--- config.mk ---
export PLATFORM = sky130hd
export DESIGN_NAME = xing_signal_ctrl
export DESIGN_NICKNAME = d
export VERILOG_FILES = /design/src/rtl/xing_pkg.sv /design/src/rtl/xing_timer.sv /design/src/rtl/xing_fsm.sv /design/src/rtl/xing_lamps.sv /design/src/rtl/xing_signal_ctrl.sv
export SDC_FILE = /design/constraint.sdc
export NUM_CORES = 1
export LEC_CHECK = 0
export ABC_AREA = 1
export CAP_MARGIN = 25
export CORE_ASPECT_RATIO = 1.4
export CORE_MARGIN = 4
export CORE_UTILIZATION = 26
export CTS_CLUSTER_SIZE = 20
export DETAILED_ROUTE_END_ITERATION = 8
export DONT_BUFFER_PORTS = 1
export SYNTH_ARGS = -nofsm -noshare
export SYNTH_HDL_FRONTEND = slang
export SYNTH_SLANG_ARGS = --single-unit
--- constraint.sdc ---
create_clock -name clk -period 2.3 [get_ports clk]
set_input_delay 0.23 -clock clk [delete_from_list [all_inputs] [get_ports clk]]
set_output_delay 0.23 -clock clk [all_outputs]
set_load 0.02 [all_outputs]
--- src/rtl/xing_pkg.sv ---
package xing_pkg;
   // Phase codes; bit 0 marks the farm road as the road being served.
   typedef enum logic [1:0] {
      PH_HWY_GO   = 2'b00,
      PH_HWY_WARN = 2'b10,
      PH_FARM_GO  = 2'b01,
      PH_FARM_WARN= 2'b11
   } phase_t;

   typedef struct packed {
      logic go;
      logic warn;
      logic stop;
   } lamp_t;

   localparam int ROADS = 2;
   localparam int ROAD_HWY  = 0;
   localparam int ROAD_FARM = 1;
endpackage

--- src/rtl/xing_timer.sv ---
module xing_timer #(
   parameter int SHORT_CYCLES = 4,
   parameter int LONG_CYCLES  = 16
) (
   input  logic clk,
   input  logic rst,
   input  logic start,
   output logic tm_short,
   output logic tm_long
);
   localparam int CNT_W = $clog2(LONG_CYCLES + 1);
   localparam logic [CNT_W-1:0] SHORT_V = CNT_W'(SHORT_CYCLES);
   localparam logic [CNT_W-1:0] LONG_V  = CNT_W'(LONG_CYCLES);

   logic [CNT_W-1:0] cnt_q;

   // Saturating up-counter, cleared by reset or a phase change.
   always_ff @(posedge clk) begin
      if (rst || start)
         cnt_q <= '0;
      else if (cnt_q != LONG_V)
         cnt_q <= cnt_q + 1'b1;
   end

   assign tm_short = (cnt_q >= SHORT_V);
   assign tm_long  = (cnt_q == LONG_V);
endmodule

--- src/rtl/xing_fsm.sv ---
module xing_fsm
   import xing_pkg::*;
(
   input  logic   clk,
   input  logic   rst,
   input  logic   car_wait,
   input  logic   tm_short,
   input  logic   tm_long,
   output phase_t phase_q,
   output logic   start
);
   phase_t phase_d;

   always_comb begin
      phase_d = phase_q;
      unique case (phase_q)
         PH_HWY_GO:    if (car_wait && tm_long) phase_d = PH_HWY_WARN;
         PH_HWY_WARN:  if (tm_short)            phase_d = PH_FARM_GO;
         PH_FARM_GO:   if (!car_wait || tm_long) phase_d = PH_FARM_WARN;
         PH_FARM_WARN: if (tm_short)            phase_d = PH_HWY_GO;
         default:                               phase_d = PH_HWY_GO;
      endcase
   end

   // Any phase change restarts the interval timer.
   assign start = (phase_d != phase_q);

   always_ff @(posedge clk) begin
      if (rst) phase_q <= PH_HWY_GO;
      else     phase_q <= phase_d;
   end
endmodule

--- src/rtl/xing_lamps.sv ---
module xing_lamps
   import xing_pkg::*;
(
   input  logic   clk,
   input  logic   rst,
   input  phase_t phase,
   output lamp_t  [ROADS-1:0] lamp_q
);
   for (genvar r = 0; r < ROADS; r++) begin : g_road
      localparam phase_t GO_PH   = (r == ROAD_HWY) ? PH_HWY_GO   : PH_FARM_GO;
      localparam phase_t WARN_PH = (r == ROAD_HWY) ? PH_HWY_WARN : PH_FARM_WARN;
      localparam lamp_t  RST_L   = (r == ROAD_HWY) ? lamp_t'(3'b100) : lamp_t'(3'b001);
      lamp_t dec;

      always_comb begin
         dec      = '0;
         dec.go   = (phase == GO_PH);
         dec.warn = (phase == WARN_PH);
         dec.stop = !(dec.go || dec.warn);
      end

      always_ff @(posedge clk) begin
         if (rst) lamp_q[r] <= RST_L;
         else     lamp_q[r] <= dec;
      end
   end
endmodule

--- src/rtl/xing_signal_ctrl.sv ---
module xing_signal_ctrl
   import xing_pkg::*;
#(
   parameter int SHORT_CYCLES = 250_000_000,
   parameter int LONG_CYCLES  = 1_500_000_000
) (
   input  logic clk,
   input  logic rst,
   input  logic car_wait,
   output logic hw_grn,
   output logic hw_yel,
   output logic hw_red,
   output logic fr_grn,
   output logic fr_yel,
   output logic fr_red
);
   if (SHORT_CYCLES < 1) begin : g_bad_short
      $error("xing_signal_ctrl: SHORT_CYCLES must be at least 1");
   end
   if (LONG_CYCLES <= SHORT_CYCLES) begin : g_bad_long
      $error("xing_signal_ctrl: LONG_CYCLES must exceed SHORT_CYCLES");
   end

   phase_t phase_q;
   logic   tm_start, tm_short, tm_long;
   lamp_t  [ROADS-1:0] lamp_q;

   xing_timer #(
      .SHORT_CYCLES(SHORT_CYCLES),
      .LONG_CYCLES (LONG_CYCLES)
   ) i_timer (
      .clk     (clk),
      .rst     (rst),
      .start   (tm_start),
      .tm_short(tm_short),
      .tm_long (tm_long)
   );

   xing_fsm i_fsm (
      .clk     (clk),
      .rst     (rst),
      .car_wait(car_wait),
      .tm_short(tm_short),
      .tm_long (tm_long),
      .phase_q (phase_q),
      .start   (tm_start)
   );

   xing_lamps i_lamps (
      .clk   (clk),
      .rst   (rst),
      .phase (phase_q),
      .lamp_q(lamp_q)
   );

   assign hw_grn = lamp_q[ROAD_HWY].go;
   assign hw_yel = lamp_q[ROAD_HWY].warn;
   assign hw_red = lamp_q[ROAD_HWY].stop;
   assign fr_grn = lamp_q[ROAD_FARM].go;
   assign fr_yel = lamp_q[ROAD_FARM].warn;
   assign fr_red = lamp_q[ROAD_FARM].stop;
endmodule

==> reports/results.txt <==
status: finished clean
Worst-path clk slew: 60 ps
dpl ws: 468 ps
synthesis-stage register bit count: 39
worst reg2reg path endpoint: i_timer.cnt_q[2]
setup ws final: 479 ps
commonest non-fill, non-tap cell in the layout: nand2_1
endpoints failing setup: 0
Residual DRC: 0
CP Max Fanout: 31
Port Buffers: 0
max cap viols: 0
Setup TNS: 0 ps
vias in the first global route: 1,913
VDD IR max: 0.309 mV
Gate Count Post-Synth: 345
fin. max-slew vios: 0
relative slew slack: 70.3%
First DRT Iteration DRCs: 135
hold-fix buffers at CTS: 0
Worst Hold Class: in2reg
Final Cycle Share: 79.2%
Synth-to-Final Area Change: 9.99%
worst endpoint data arrival time: 1970 ps
Hold Crit Start: rst
critical path class: reg2reg
# IOs: 9
Die Ht: 118 µm
CTS tree: done
Sink Count: 39
Final Util: 29.9%
initial antenna violation count: 0
die area: 0.0102 mm²
GPL Wtd Cong: 0.920
Vias: 2,013
initial core utilization: 27.2%
synth unique cells: 27
ant diodes: 0
clk buf depth: 2
mapped cell area: 0.00225 mm²
Register-to-Register Path Depth: 11
Syn Area/Cell: 6.54 µm²
power per cell area: 574 mW/mm²
RSZ-0062 raised after global routing: no
crit end category: register
final hold vios: 0
Detailed Place HPWL: 4210 µm
routed vias/inst: 4.46
clk_skew: 6.54 ps
Ys Warns: 0
routed len/inst: 11.8 µm
min cycle time layout: 1820 ps
Pleak: 0.000894 µW
Critical R2R Launch: i_timer.cnt_q[0]
Worst Hold Path Cells: 1
post-synthesis sequential area ratio: 34.6%
largest net degree at the start of global routing: 32
TritonRoute pass-1 iters: 4
postcts setup bufs: 0
Syn Nets: 350
Core Area: 0.00830 mm²
Root Buffer: clkbuf_16
H-tree depth: 2
Worst Hold End: i_lamps.lamp_q[1]
CP Launch Type: register
Final ANT Viol Nets: 0
share of cells above drive strength 1: 9.17%
# rows: 39
CTS Buf Count: 5
worst slew pin tran: 445 ps
first-pass GRT wire length: 8880 µm
Nets: 353
Tot GR Track Use: 10.9%
max frequency: 549 MHz
Clk Latency, worst-skew pair: 280 ps
Die Width: 86.7 µm
r2r setup slk: 480 ps
total gr overflow: 0
Power, Total: 1420 µW
Routed WL: 5330 µm
most frequent cells in the layout: nand2_1 (88), nor2_1 (77), inv_1 (44), dfxtp_1 (39), xor2_1 (19)
CP Data Required Time: 2450 ps
PostCTS Resize Cnt: 0
## routing by layer
| metal | global-route usage [%] | up-vias | routed length, µm |
|---|---|---|---|
| met5 | 0 | - | 0 |
| met4 | 5.75 | 0 | 167 |
| met3 | 2.23 | 15 | 208 |
| met2 | 19.3 | 46 | 2790 |
| met1 | 12.0 | 887 | 2170 |
| li1 | - | 1065 | - |
## flip-flops by register name (all words and copies together) (netlist names)
signal / count
i_lamps.lamp_q: 6
i_timer.cnt_q: 31
i_fsm.phase_q: 2
## cell usage after synthesis
| cell type | instances | share of area, % |
|---|---|---|
| ha_1 | 2 | 1.1 |
| nor3_4 | 1 | 0.72 |
| xor2_1 | 19 | 7.4 |
| nor3b_1 | 1 | 0.33 |
| nor4_1 | 2 | 0.55 |
| inv_1 | 44 | 7.3 |
| nand4_1 | 11 | 3.1 |
| buf_6 | 2 | 1.0 |
| a21oi_1 | 2 | 0.44 |
| o21ai_0 | 3 | 0.67 |
| nand3_1 | 17 | 3.8 |
| inv_2 | 2 | 0.33 |
| nor3_2 | 1 | 0.44 |
| dfxtp_1 | 39 | 35 |
| buf_12 | 1 | 0.89 |
| nand3_2 | 1 | 0.44 |
| nor3_1 | 5 | 1.1 |
| and3_1 | 2 | 0.55 |
| nor2_2 | 13 | 3.6 |
| nand2_2 | 5 | 1.4 |
| nand3_4 | 1 | 0.78 |
| xnor2_1 | 3 | 1.2 |
| o22ai_1 | 1 | 0.28 |
| nand3b_1 | 1 | 0.33 |
| clkbuf_2 | 1 | 0.22 |
| nand2_1 | 88 | 15 |
| nor2_1 | 77 | 13 |
## through the flow
stage	hold WS (ps)	cells	instance area [µm²]
finish	8.96	451	2480
global route	1.74	451	2480
CTS	4.90	451	2480
detailed placement	305	443	2330
global placement	305	443	2330
floorplan	302	345	2250
## cells by family after synthesis
logic type,after synthesis,synth area share (%)
AND/OR/NAND/NOR,226,44.6
buffers and inverters,50,9.77
flip-flops,39,34.6
XOR/XNOR,22,8.55
AO/OA/AOI/OAI,6,1.39
adder cells (fa/ha/maj),2,1.11
## worst max path at each step
stage | start | end | slack (ps) | depth (start not counted)
floorplan | i_timer.cnt_q[0] | i_timer.cnt_q[7] | 860 | 12
global placement | i_timer.cnt_q[0] | i_timer.cnt_q[4] | 500 | 11
detailed placement | i_timer.cnt_q[0] | i_timer.cnt_q[9] | 470 | 11
CTS | i_timer.cnt_q[0] | i_timer.cnt_q[10] | 460 | 11
global route | i_timer.cnt_q[1] | i_timer.cnt_q[10] | 250 | 11
finish | i_timer.cnt_q[0] | i_timer.cnt_q[2] | 480 | 11
## area by class of cell
cell class / count / area [µm²]
clock buffers: 5 / 125
clock inverters: 3 / 20.0
fillers: 948 / 5820
inverters: 46 / 173
multi-input cells: 256 / 1250
flip-flops and latches: 39 / 781
well taps: 102 / 128
## power breakdown
part	switching [µW]	internal, µW
logic	31.5	14.4
clock network	284	399
registers	10.4	683
## critical path, stage by stage, from the launching register on
cell     delay, ps
dfxtp_1        330
inv_1           90
ha_1           160
nand2_1         50
nor2_1         160
nand3_1         90
nor2_1         150
nand2_2        110
nand2_1         80
nand2_2         70
nand3_4        320
nor2_1          80
No activity file was read; power rests on OpenSTA's default activity.
